==> src/rtl/wwd_pkg.sv <==
package wwd_pkg;

  localparam int CNT_W  = 7;
  localparam int DATA_W = 32;

  localparam int OFS_CTRL = 'h0;
  localparam int OFS_CFG  = 'h4;
  localparam int OFS_STAT = 'h8;

  localparam logic [CNT_W-1:0] CNT_RESET = 7'h7F;
  localparam logic [CNT_W-1:0] CNT_WARN  = 7'h40;

  typedef struct packed {
    logic             ewi_en;
    logic [1:0]       tb;
    logic [CNT_W-1:0] win;
  } cfg_t;

  function automatic logic [31:0] period_len(input int base_log2, input logic [1:0] tb);
    return 32'd1 << (base_log2 + int'(tb));
  endfunction

  function automatic logic refresh_early(input logic [CNT_W-1:0] cnt,
                                         input logic [CNT_W-1:0] win);
    return cnt > win;
  endfunction

endpackage

==> src/rtl/wwd_bus.sv <==
module wwd_bus
  import wwd_pkg::*;
#(
  parameter int ADDR_W = 4
) (
  input  logic              sel,
  input  logic              wr,
  input  logic [ADDR_W-1:0] addr,
  input  logic [DATA_W-1:0] wdata,
  input  logic [CNT_W-1:0]  cnt,
  input  logic              act,
  input  cfg_t              cfg,
  input  logic              flag,
  output logic              wr_ctrl,
  output logic              wr_cfg,
  output logic              wr_stat,
  output logic [CNT_W-1:0]  wd_cnt,
  output logic              wd_act,
  output cfg_t              wd_cfg,
  output logic              wd_flag,
  output logic [DATA_W-1:0] rdata
);

  logic hit_ctrl, hit_cfg, hit_stat;
  logic unused_wdata;

  assign hit_ctrl = (addr == ADDR_W'(OFS_CTRL));
  assign hit_cfg  = (addr == ADDR_W'(OFS_CFG));
  assign hit_stat = (addr == ADDR_W'(OFS_STAT));

  assign wr_ctrl = sel && wr && hit_ctrl;
  assign wr_cfg  = sel && wr && hit_cfg;
  assign wr_stat = sel && wr && hit_stat;

  assign wd_cnt  = wdata[CNT_W-1:0];
  assign wd_act  = wdata[CNT_W];
  assign wd_cfg  = cfg_t'(wdata[CNT_W+2:0]);
  assign wd_flag = wdata[0];
  assign unused_wdata = ^wdata[DATA_W-1:CNT_W+3];

  always_comb begin
    rdata = '0;
    if (hit_ctrl)      rdata[CNT_W:0]   = {act, cnt};
    else if (hit_cfg)  rdata[CNT_W+2:0] = cfg;
    else if (hit_stat) rdata[0]         = flag;
  end

endmodule

==> src/rtl/wwd_cfg.sv <==
module wwd_cfg
  import wwd_pkg::*;
(
  input  logic clk,
  input  logic rst_n,
  input  logic wr_cfg,
  input  cfg_t wd_cfg,
  output cfg_t cfg
);

  always_ff @(posedge clk or negedge rst_n) begin
    if (!rst_n) begin
      cfg.win    <= CNT_RESET;
      cfg.tb     <= 2'd0;
      cfg.ewi_en <= 1'b0;
    end else if (wr_cfg) begin
      cfg.win    <= wd_cfg.win;
      cfg.tb     <= wd_cfg.tb;
      cfg.ewi_en <= cfg.ewi_en | wd_cfg.ewi_en;
    end
  end

  // the enable cannot be withdrawn by a write
  p_en_sticky_r6: assert property (@(posedge clk) disable iff (!rst_n)
    cfg.ewi_en |=> cfg.ewi_en);

endmodule

==> src/rtl/wwd_prescaler.sv <==
module wwd_prescaler
  import wwd_pkg::*;
#(
  parameter int PRE_LOG2 = 12
) (
  input  logic       clk,
  input  logic       rst_n,
  input  logic       clr,
  input  logic [1:0] tb,
  output logic       tick
);

  localparam int PRE_W = PRE_LOG2 + 3;

  logic [PRE_W-1:0] pre;
  logic [PRE_W-1:0] last;
  logic [31:0]      len;

  assign len  = period_len(PRE_LOG2, tb);
  assign last = PRE_W'(len - 32'd1);
  assign tick = (pre >= last);

  always_ff @(posedge clk or negedge rst_n) begin
    if (!rst_n)     pre <= '0;
    else if (clr)   pre <= '0;
    else if (tick)  pre <= '0;
    else            pre <= pre + 1'b1;
  end

  // a counter write restarts the period
  p_clear_r11: assert property (@(posedge clk) disable iff (!rst_n)
    clr |=> (pre == '0));

endmodule

==> src/rtl/wwd_core.sv <==
module wwd_core
  import wwd_pkg::*;
(
  input  logic             clk,
  input  logic             rst_n,
  input  logic             tick,
  input  logic             wr_ctrl,
  input  logic [CNT_W-1:0] wd_cnt,
  input  logic             wd_act,
  input  logic             wr_stat,
  input  logic             wd_flag,
  input  logic [CNT_W-1:0] win,
  output logic [CNT_W-1:0] cnt,
  output logic             act,
  output logic             flag,
  output logic             rst_req
);

  logic fired;
  logic step;
  logic ev_timeout, ev_early, ev_arm, ev_fire, ev_warn;

  assign step       = tick && !wr_ctrl;
  assign ev_timeout = step && act && (cnt == CNT_WARN);
  assign ev_early   = wr_ctrl && act && refresh_early(cnt, win);
  assign ev_arm     = wr_ctrl && wd_act && !wd_cnt[CNT_W-1];
  assign ev_fire    = (ev_timeout || ev_early || ev_arm) && !fired;
  assign ev_warn    = step && (cnt == CNT_WARN + 1'b1);

  always_ff @(posedge clk or negedge rst_n) begin
    if (!rst_n) begin
      cnt     <= CNT_RESET;
      act     <= 1'b0;
      flag    <= 1'b0;
      rst_req <= 1'b0;
      fired   <= 1'b0;
    end else begin
      if (wr_ctrl)   cnt <= wd_cnt;
      else if (tick) cnt <= cnt - 1'b1;
      act <= act | (wr_ctrl & wd_act);
      if (ev_warn)                  flag <= 1'b1;
      else if (wr_stat && !wd_flag) flag <= 1'b0;
      rst_req <= ev_fire;
      fired   <= fired | ev_fire;
    end
  end

  // timeout crossing while active requests reset
  p_timeout_r3: assert property (@(posedge clk) disable iff (!rst_n)
    (act && tick && !wr_ctrl && cnt == CNT_WARN && !fired) |=> rst_req);

  // activation is sticky
  p_act_sticky_r4: assert property (@(posedge clk) disable iff (!rst_n)
    act |=> act);

  // reaching the warning value raises the flag
  p_flag_set_r5: assert property (@(posedge clk) disable iff (!rst_n)
    (tick && !wr_ctrl && cnt == 7'h41) |=> flag);

  // single-cycle pulse
  p_pulse_r7: assert property (@(posedge clk) disable iff (!rst_n)
    rst_req |=> !rst_req);

  // no second pulse after the first
  p_one_shot_r7: assert property (@(posedge clk) disable iff (!rst_n)
    (fired && !rst_req) |=> !rst_req);

  // early refresh while active requests reset
  p_window_r8: assert property (@(posedge clk) disable iff (!rst_n)
    (wr_ctrl && act && cnt > win && !fired) |=> rst_req);

  // no reset while inactive unless a write arms the block
  p_inactive_r9: assert property (@(posedge clk) disable iff (!rst_n)
    (!act && !wr_ctrl) |=> !rst_req);

endmodule

==> src/rtl/wwd_top.sv <==
module wwd_top
  import wwd_pkg::*;
#(
  parameter int PRE_LOG2 = 12,
  parameter int ADDR_W   = 4
) (
  input  logic              clk,
  input  logic              rst_n,
  input  logic              bus_sel,
  input  logic              bus_wr,
  input  logic [ADDR_W-1:0] bus_addr,
  input  logic [31:0]       bus_wdata,
  output logic [31:0]       bus_rdata,
  output logic              rst_req,
  output logic              ewi_irq
);

  logic             wr_ctrl, wr_cfg, wr_stat;
  logic [CNT_W-1:0] wd_cnt, cnt;
  logic             wd_act, wd_flag, act, flag, tick;
  cfg_t             wd_cfg, cfg;

  wwd_bus #(.ADDR_W(ADDR_W)) u_bus (
    .sel(bus_sel), .wr(bus_wr), .addr(bus_addr), .wdata(bus_wdata),
    .cnt(cnt), .act(act), .cfg(cfg), .flag(flag),
    .wr_ctrl(wr_ctrl), .wr_cfg(wr_cfg), .wr_stat(wr_stat),
    .wd_cnt(wd_cnt), .wd_act(wd_act), .wd_cfg(wd_cfg), .wd_flag(wd_flag),
    .rdata(bus_rdata)
  );

  wwd_cfg u_cfg (
    .clk(clk), .rst_n(rst_n), .wr_cfg(wr_cfg), .wd_cfg(wd_cfg), .cfg(cfg)
  );

  wwd_prescaler #(.PRE_LOG2(PRE_LOG2)) u_pre (
    .clk(clk), .rst_n(rst_n), .clr(wr_ctrl), .tb(cfg.tb), .tick(tick)
  );

  wwd_core u_core (
    .clk(clk), .rst_n(rst_n), .tick(tick),
    .wr_ctrl(wr_ctrl), .wd_cnt(wd_cnt), .wd_act(wd_act),
    .wr_stat(wr_stat), .wd_flag(wd_flag), .win(cfg.win),
    .cnt(cnt), .act(act), .flag(flag), .rst_req(rst_req)
  );

  assign ewi_irq = flag & cfg.ewi_en;

endmodule

==> config.mk <==
export PLATFORM = sky130hd
export DESIGN_NAME = wwd_top
export DESIGN_NICKNAME = d
export VERILOG_FILES = /design/src/rtl/wwd_pkg.sv /design/src/rtl/wwd_bus.sv /design/src/rtl/wwd_cfg.sv /design/src/rtl/wwd_prescaler.sv /design/src/rtl/wwd_core.sv /design/src/rtl/wwd_top.sv
export SDC_FILE = /design/constraint.sdc
export NUM_CORES = 1
export LEC_CHECK = 0
export CORE_MARGIN = 2
export CORE_UTILIZATION = 55
export DETAILED_ROUTE_END_ITERATION = 10
export DONT_BUFFER_PORTS = 1
export HOLD_SLACK_MARGIN = 0.06
export PLACE_DENSITY = 0.8
export REMOVE_ABC_BUFFERS = 1
export SLEW_MARGIN = 20
export SYNTH_ARGS = -nofsm -noshare
export SYNTH_HDL_FRONTEND = slang
export SYNTH_SLANG_ARGS = --single-unit
==> constraint.sdc <==
create_clock -name clk -period 5.2 [get_ports clk]
set_clock_uncertainty 0.15 [all_clocks]
set_input_delay 0.52 -clock clk [delete_from_list [all_inputs] [get_ports clk]]
set_output_delay 0.52 -clock clk [all_outputs]
set_load 0.005 [all_outputs]
==> metrics.cfg, run 1 <==
[finish]
drive_gt1_share_pct = 11.8
final_net_count = 297
fin_cells = 295
final_common_cell = nor2_1
multi_input_area_sq_um = 1200
seq_area_sq_um = 918
n_fill_cell = 363
syn_to_final_growth_pct = 2.96
final_cell_mix = nor2_1 (33), conb_1 (22), dfrtp_1 (22)
diodes = 0

[route]
drt_wl_total_microns = 4030
dr.first_iter.drc_count = 81
drt-pass1-iter-count = 4
avgRoutedWirePerCell_microns = 13.7
via_count = 1582
viasPerCell = 5.36
drc = 0
postRouteAntennaNets = 0

[hold_path]
min_to = u_core.cnt[6]
worst_hold_startpoint = bus_wdata[6]
min_path_type = input port to flip-flop
hold_path_depth = 2

[sta]
drv_slew = 0
fin_crit_ps = 2380
slew_headroom_pct = 56.0
finalSetupTns_ps = 0
rsz0062_at_grt = false
setup_viol = 0
tightest_slew_ps = 658
clock.fmax_ghz = 0.419
period_share_pct = 45.9
finalHoldViolCount = 0

[power_and_ir_drop]
p_per_area_nw_per_um2 = 339
p_leak_nw = 1.11
irDropWorstVdd_v = 0.000244

[synthesis]
yosysWarningCount = 0
syn_area_sq_um = 2280
synthFlopType = dfrtp_1
ys_ff_latch = 36
syn_inst = 240
yosysUniqueCellTypes = 40
synthArstFlopShare_pct = 100
syn_area_per_cell_sq_um = 9.51
synth.yosys.seq_area_share_pct = 40.2
synth_edf_count = 0

[run]
cap_violations = 0

[cts]
clk_pin_slew_ps = 70
post_cts_resized = 0
clock_sinks = 36
cts_made_buffers = 5
cts_buffer_depth = 2
htree_levels = 2
insertion_delay_ps = 280
cts_tree = built
postCtsSetupBuffers = 0
root_buffer = clkbuf_8

[worst_setup_path]
crit_path_end_kind = flip-flop
worstReg2RegEnd = u_pre.pre[14]
cp_max_fo = 15
crit_path_start_kind = flip-flop
reg2reg_depth = 7
worstSetupPathType = flip-flop to flip-flop
cp.required_ps = 5250
timing.rr.start = u_cfg.cfg[8]
critPathArrivalTime_ps = 2440
rrSetupSlack_ps = 2820

[global_routing]
grt-ovfl-total = 0
grt_pass1_wl_microns = 6400
grt_pass1_vias = 1492
grt_antenna_before_repair = 0
track_usage_pct = 18.6
grt_max_degree = 37

[run_status]
outcome = complete, no violations

[place]
port_buffers = 0
placedCellCount = 285
hpwl_microns = 2920
routabilityCongestion = 0.786

[floorplanning]
start_util_pct = 57.1
die_area_sq_um = 4680
die_w_microns = 68.4
die_h_microns = 68.4
core-area_sq_um = 4000
ioPinCount = 74
rows = 23

-- final cells by class --
class	instances	share of cell area, %
multi-input combinational	184	51.0
inverter	14	2.24
sequential	36	39.1
timing repair buffer	3	1.60
tap	50	2.66
clock buffer	8	3.41
-- kinds of logic after synthesis --
logic type / share of synthesized area, %
mux: 5.42
buf+inv: 10.7
compound gates: 8.88
flops: 40.2
simple gates: 20.2
xor+xnor: 7.29
other cells: 0.164
fa+ha+maj: 7.12
-- worst max-delay path, stage by stage (launching register included) --
cell	delay (ps)
dfrtp_1	370
inv_1	80
ha_1	330
a21o_1	170
a21o_1	230
nor3_1	370
nand2b_1	390
nor2_1	210
-- how the worst max path moves through the flow --
stage / start / to / slack (ps) / cells past startpoint
after floorplan: bus_addr[1] / u_pre.pre[10] / 2760 / 4
after global placement: bus_addr[1] / u_pre.pre[7] / 2760 / 5
after detailed placement: bus_addr[1] / u_pre.pre[12] / 2680 / 5
after CTS: u_cfg.cfg[8] / u_pre.pre[14] / 2790 / 7
after global routing: u_cfg.cfg[8] / u_pre.pre[7] / 2600 / 7
final: u_cfg.cfg[8] / u_pre.pre[14] / 2820 / 7
-- stage by stage --
step	hold slack [ps]	cell area (sq um)	util (%)	power (mW)	setup slack [ps]
final	185	2350	58.8	0.797	2820
after global routing	188	2350	58.8	0.854	2600
after CTS	177	2350	58.8	0.806	2790
after detailed placement	76.0	2240	56.0	0.606	2680
after global placement	75.7	2240	56.0	0.597	2760
after floorplan	74.4	2170	-	0.564	2760
-- cell usage after synthesis, types with 7 or more instances --
cell	count	area share (%)
mux2i_1	9	3.9
xnor2_1	9	3.5
ha_1	13	7.1
inv_1	14	2.3
o21ai_0	14	3.1
dfrtp_1	22	24
nor2_1	33	5.4
dfstp_2	14	16
xor2_1	10	3.8
buf_4	23	7.6
nand4_1	7	1.9
nand2_1	19	3.1
-- flip-flops by register name, indices dropped and copies added (netlist names) --
name,flops
u_core.cnt,7
u_core.fired,1
u_pre.pre,15
u_core.rst_req,1
u_cfg.cfg,10
u_core.flag,1
u_core.act,1
-- repair_timing --
action	4_1_cts	5_1_grt
hold buffers	2	0
setup endpoints to repair	0	0
endpoints found under the hold margin	36	0
-- where the power goes --
| group | internal, mW | switching, mW |
|---|---|---|
| combinational | 0.0900 | 0.107 |
| clock | 0.0951 | 0.0921 |
| sequential | 0.357 | 0.0549 |
-- routing by layer --
metal / routed length [microns] / vias to the layer above / GRT usage (%)
met3: 209 / 5 / 3.45
met2: 1970 / 43 / 32.6
li1: - / 799 / -
met1: 1800 / 735 / 22.7
met5: 0 / - / 0
met4: 47 / 0 / 6.75
Power figures use the tool's default switching activity.
==> run 2: changes to the inputs <==
--- a/config.mk
+++ b/config.mk
@@ -10,7 +10,7 @@
 export DETAILED_ROUTE_END_ITERATION = 10
 export DONT_BUFFER_PORTS = 1
 export HOLD_SLACK_MARGIN = 0.06
-export PLACE_DENSITY = 0.8
+export PLACE_DENSITY = 0.83
 export REMOVE_ABC_BUFFERS = 1
 export SLEW_MARGIN = 20
 export SYNTH_ARGS = -nofsm -noshare
==> constraint.sdc (replaced) <==
create_clock -name clk -period 2.1 [get_ports clk]
set_clock_uncertainty 0.15 [all_clocks]
set_input_delay 0.21 -clock clk [delete_from_list [all_inputs] [get_ports clk]]
set_output_delay 0.21 -clock clk [all_outputs]
set_load 0.005 [all_outputs]
==> run 2 against run 1 <==
The run now ends with negative setup slack left. Largest cell class unchanged. Sequential share of layout area down 5.8 points. Count of clock-buffer cells in the layout down 1. Critical endpoint is now u_core.cnt[1]. Register-to-register slack worse by 2900 ps. Maximum frequency up 11%. Total power rose to 2.8 times the previous value.
==> metrics.cfg, run 2 (synthesis gave the netlist of run 1 again) <==
[run_status]
outcome = finished with violations
violations = negative setup slack

[cts]
cts_made_buffers = 5
cts_buffer_depth = 2
insertion_delay_ps = 290
htree_levels = 2
clk_pin_slew_ps = 70
cts_tree = built
root_buffer = clkbuf_8
clock_sinks = 36

[finish]
syn_to_final_growth_pct = 21.0
final_cell_mix = nor2_1 (33), buf_4 (23), conb_1 (22), dfrtp_1 (22), nand2_1 (19)
n_fill_cell = 293
final_net_count = 334
largest_reg_flops = 15
largest_register = u_pre.pre
final_common_cell = nor2_1
drive_gt1_share_pct = 22.3
diodes = 0
reg_top3 = u_pre.pre (15), u_cfg.cfg (10), u_core.cnt (7)
fin_util_pct = 69.1

[global_routing]
grt_antenna_before_repair = 0
grt_pass1_vias = 1707
grt_max_degree = 37
grt_pass1_wl_microns = 7570
grt-ovfl-total = 0
track_usage_pct = 22.3

[sta]
setup_viol = 1
setup_ws_ps = -40.4
clock.fmax_ghz = 0.467
fin_crit_ps = 2140
rsz0062_at_grt = true
whs_ps = 66.8
drv_slew = 0
period_share_pct = 102
finalHoldViolCount = 0

[floorplanning]
start_util_pct = 57.1
core-area_sq_um = 4000
die_area_sq_um = 4680
rows = 23
die_h_microns = 68.4
die_w_microns = 68.4
ioPinCount = 74

[run]
cap_violations = 0

[route]
dr.first_iter.drc_count = 109
drt-pass1-iter-count = 4
drt_wl_total_microns = 4760
viasPerCell = 5.33
via_count = 1768
avgRoutedWirePerCell_microns = 14.3
postRouteAntennaNets = 0
drc = 0

[power_and_ir_drop]
p_leak_nw = 1.31
p_per_area_nw_per_um2 = 797
power_mw = 2.20
irDropWorstVdd_v = 0.000563

[worst_setup_path]
crit_path_end_kind = flip-flop
crit_family = simple AND/OR/NAND/NOR gates
critPathBufInv = 3
reg2reg_depth = 9
crit_top_cell = buf_4
setup.worst_path.start = u_cfg.cfg[8]
crit_path_start_kind = flip-flop
cp.required_ps = 2180
worstSetupPathType = flip-flop to flip-flop
cp_max_fo = 7
timing.rr.start = u_cfg.cfg[8]
worstReg2RegEnd = u_core.cnt[1]
critPathArrivalTime_ps = 2220
slowest_stage = dfrtp_1
rrSetupSlack_ps = -40
crit_path_max_incr_delay_ps = 410
path_cells = inv_2, ha_4, buf_4, nand4_1, nor4_4, buf_4, or3_4, mux2i_1, mux2_2

[hold_path]
worst_hold_startpoint = bus_addr[2]
min_path_type = input port to flip-flop
min_to = u_core.cnt[5]
hold_path_depth = 4

[place]
port_buffers = 0
routabilityCongestion = 0.788
hpwl_microns = 3290

[run 2: layout make-up]
type	count	area [sq um]	share of cell area, %
clock buffers	7	76.3	2.76
clock inverters	1	5.00	0.181
inverters	14	52.6	1.90
multi-input cells	184	1270	46.2
flip-flops and latches	36	918	33.2
well taps	50	62.6	2.26
repair buffers	40	373	13.5
[run 2: tightest hold or removal path, cell delays in order]
cell	delay [ps]
nor3_2	30
buf_12	140
nand2_1	60
o21ai_1	60
[run 2: per-stage QoR]
step,area (sq um),TNS [ps],setup slack [ps],instances
floorplan,2170,-451,-32.9,234
detailed placement,2400,-493,-101,303
global placement,2400,-170,-52.9,303
global route,2760,-2190,-145,332
CTS,2690,0,3.50,329
finish,2760,-40.4,-40.4,332
[run 2: worst max-delay path by stage]
| stage | endpoint | depth (start not counted) | slack (ps) |
|---|---|---|---|
| 4_1_cts | u_core.fired | 7 | 3 |
| 2_1_floorplan | u_pre.pre[10] | 4 | -30 |
| 3_5_place_dp | u_core.cnt[5] | 8 | -100 |
| 5_1_grt | u_core.cnt[1] | 8 | -140 |
| 6_report | u_core.cnt[1] | 9 | -40 |
| 3_3_place_gp | u_core.fired | 7 | -50 |
[run 2: where the power goes]
group	internal [mW]	leakage [nW]	switching (mW)	total (mW)
clock	0.233	0.0422	0.248	0.481
combinational	0.358	0.830	0.355	0.713
sequential	0.884	0.433	0.124	1.01
total	1.47	1.31	0.727	2.20
[run 2: per-layer routing]
metal / track usage, % / part of all wire (%) / vias to the layer above
met2: 38.0 / 51 / 44
met4: 8.50 / 1.4 / 0
met3: 5.43 / 4.2 / 8
met5: 0 / 0 / -
li1: - / - / 865
met1: 27.0 / 43 / 851
[run 2: repair_timing]
action | 4_1_cts | 5_1_grt
endpoints found under the setup margin | 23 | 24
hold endpoints to repair | 57 | 0
hold buffers | 15 | 0
resized for setup | 7 | 9
buffers inserted | 4 | 3
pin swaps | 8 | 11
==> run 3: changes to the inputs <==
--- a/config.mk
+++ b/config.mk
@@ -5,12 +5,13 @@
 export SDC_FILE = /design/constraint.sdc
 export NUM_CORES = 1
 export LEC_CHECK = 0
+export CORE_ASPECT_RATIO = 1.4
 export CORE_MARGIN = 2
 export CORE_UTILIZATION = 55
 export DETAILED_ROUTE_END_ITERATION = 10
 export DONT_BUFFER_PORTS = 1
 export HOLD_SLACK_MARGIN = 0.06
-export PLACE_DENSITY = 0.83
+export PLACE_DENSITY = 0.73
 export REMOVE_ABC_BUFFERS = 1
 export SLEW_MARGIN = 20
 export SYNTH_ARGS = -nofsm -noshare
==> run 3 against run 2 <==
The flow still finishes with violations (negative setup slack). Register-to-register slack got worse by 60 ps. Wire length up 4.3%. Cell area decreased by 0.54%. Count of clock-buffer cells in the layout is 2 lower. Maximum frequency is 2.9% lower.
==> metrics.cfg, run 3 (synthesis gave the netlist of run 1 again) <==
[run_status]
outcome = finished with violations
violations = negative setup slack

[finish]
final_net_count = 331
multi_input_area_sq_um = 1270
largest_register = u_pre.pre
largest_reg_flops = 15
seq_area_sq_um = 918
n_fill_cell = 302
syn_to_final_growth_pct = 20.3
reg_top3 = u_pre.pre (15), u_cfg.cfg (10), u_core.cnt (7)
diodes = 0
fin_cells = 322
drive_gt1_share_pct = 22.2
final_cell_mix = nor2_1 (32), conb_1 (22), dfrtp_1 (22)
final_common_cell = nor2_1
postLayoutCellArea_sq_um = 2750

[place]
routabilityCongestion = 0.831
port_buffers = 0
placed_cell_area_sq_um = 2370
hpwl_microns = 3360
placedCellCount = 295

[floorplanning]
die_h_microns = 80.2
die_area_sq_um = 4690
core-area_sq_um = 3950
rows = 27
die_w_microns = 58.5
start_util_pct = 57.8
ioPinCount = 74

[route]
drt_wl_total_microns = 4960
drc = 0
via_count = 1764
dr.first_iter.drc_count = 68
postRouteAntennaNets = 0
drt-pass1-iter-count = 4
viasPerCell = 5.48
avgRoutedWirePerCell_microns = 15.4

[worst_setup_path]
critPathArrivalTime_ps = 2280
cp.required_ps = 2180
setup.worst_path.start = u_cfg.cfg[8]
worstSetupPathType = flip-flop to flip-flop
cp_max_fo = 7
timing.rr.start = u_cfg.cfg[8]
crit_path_end_kind = flip-flop
crit_path_start_kind = flip-flop

[sta]
rsz0062_at_grt = true
fin_crit_ps = 2200
period_share_pct = 105
setup_viol = 21
clock.fmax_ghz = 0.454
finalHoldViolCount = 0
drv_slew = 0
whs_ps = 72.8
setup_ws_ps = -103

[cts]
root_buffer = clkbuf_8
cts_made_buffers = 5
cts_buffer_depth = 2
clock_sinks = 36
insertion_delay_ps = 290
cts_tree = built
htree_levels = 2
clk_pin_slew_ps = 80

[power_and_ir_drop]
p_per_area_nw_per_um2 = 836
p_leak_nw = 1.30
irDropWorstVdd_v = 0.000711
power_mw = 2.30

[hold_path]
min_path_type = input port to flip-flop
worst_hold_startpoint = bus_addr[2]

[global_routing]
grt-ovfl-total = 0
grt_antenna_before_repair = 0
grt_max_degree = 37
grt_pass1_vias = 1808
track_usage_pct = 22.2
grt_pass1_wl_microns = 7830

[run]
cap_violations = 0

[run 3: final cells by class]
cell class	count	area share, %
multi-input cells	184	46.2
flip-flops and latches	36	33.4
repair buffers	37	12.4
clock buffers	5	2.50
well taps	43	1.96
inverters	14	1.91
clock inverters	3	1.55
[run 3: through the flow]
step / setup WS [ps] / setup TNS, ps / utilization [%]
after floorplan: -32.9 / -451 / -
after global placement: -101 / -374 / 60.0
after detailed placement: -149 / -766 / 60.0
after CTS: -11.5 / -20.9 / 68.1
after global routing: -162 / -2690 / 69.5
final: -103 / -494 / 69.5
[run 3: path summary, 6_finish.rpt]
path,to,slack [ps],cells past startpoint
max in group asynchronous,u_cfg.cfg[6],1330,2
worst min register to register,u_core.rst_req,300,1
worst min-delay path,u_core.cnt[6],70,4
min in group asynchronous,u_pre.pre[3],220,2
worst max register to register,u_core.cnt[1],-100,9
worst max-delay path,u_core.cnt[1],-100,9
[run 3: per-layer routing]
metal | global-route usage (%) | up-vias | wire [microns]
met5 | 0 | - | 0
li1 | - | 860 | -
met4 | 8.37 | 0 | 138
met3 | 4.99 | 11 | 161
met1 | 22.3 | 856 | 1790
met2 | 42.7 | 37 | 2870
[run 3: repair_timing]
| action | in CTS | in global routing |
|---|---|---|
| setup endpoints to repair | 23 | 24 |
| hold buffers | 15 | 0 |
| resized for setup | 6 | 14 |
| pin swaps | 10 | 8 |
| buffers inserted | 1 | 3 |
| hold endpoints to repair | 57 | 0 |
[run 3: critical path, cell delays in order, from the launching register on]
cell and delay [ps]:
dfrtp_1 400, buf_6 130, nand2_1 120, ha_4 230, nand3_2 90, nor4b_4 50
buf_4 170, or3_4 410, mux2i_1 130, mux2_2 260
[run 3: report_power, final]
part / internal (mW) / total, mW / switching (mW)
logic: 0.329 / 0.681 / 0.351
clock network: 0.351 / 0.611 / 0.260
registers: 0.883 / 1.00 / 0.122
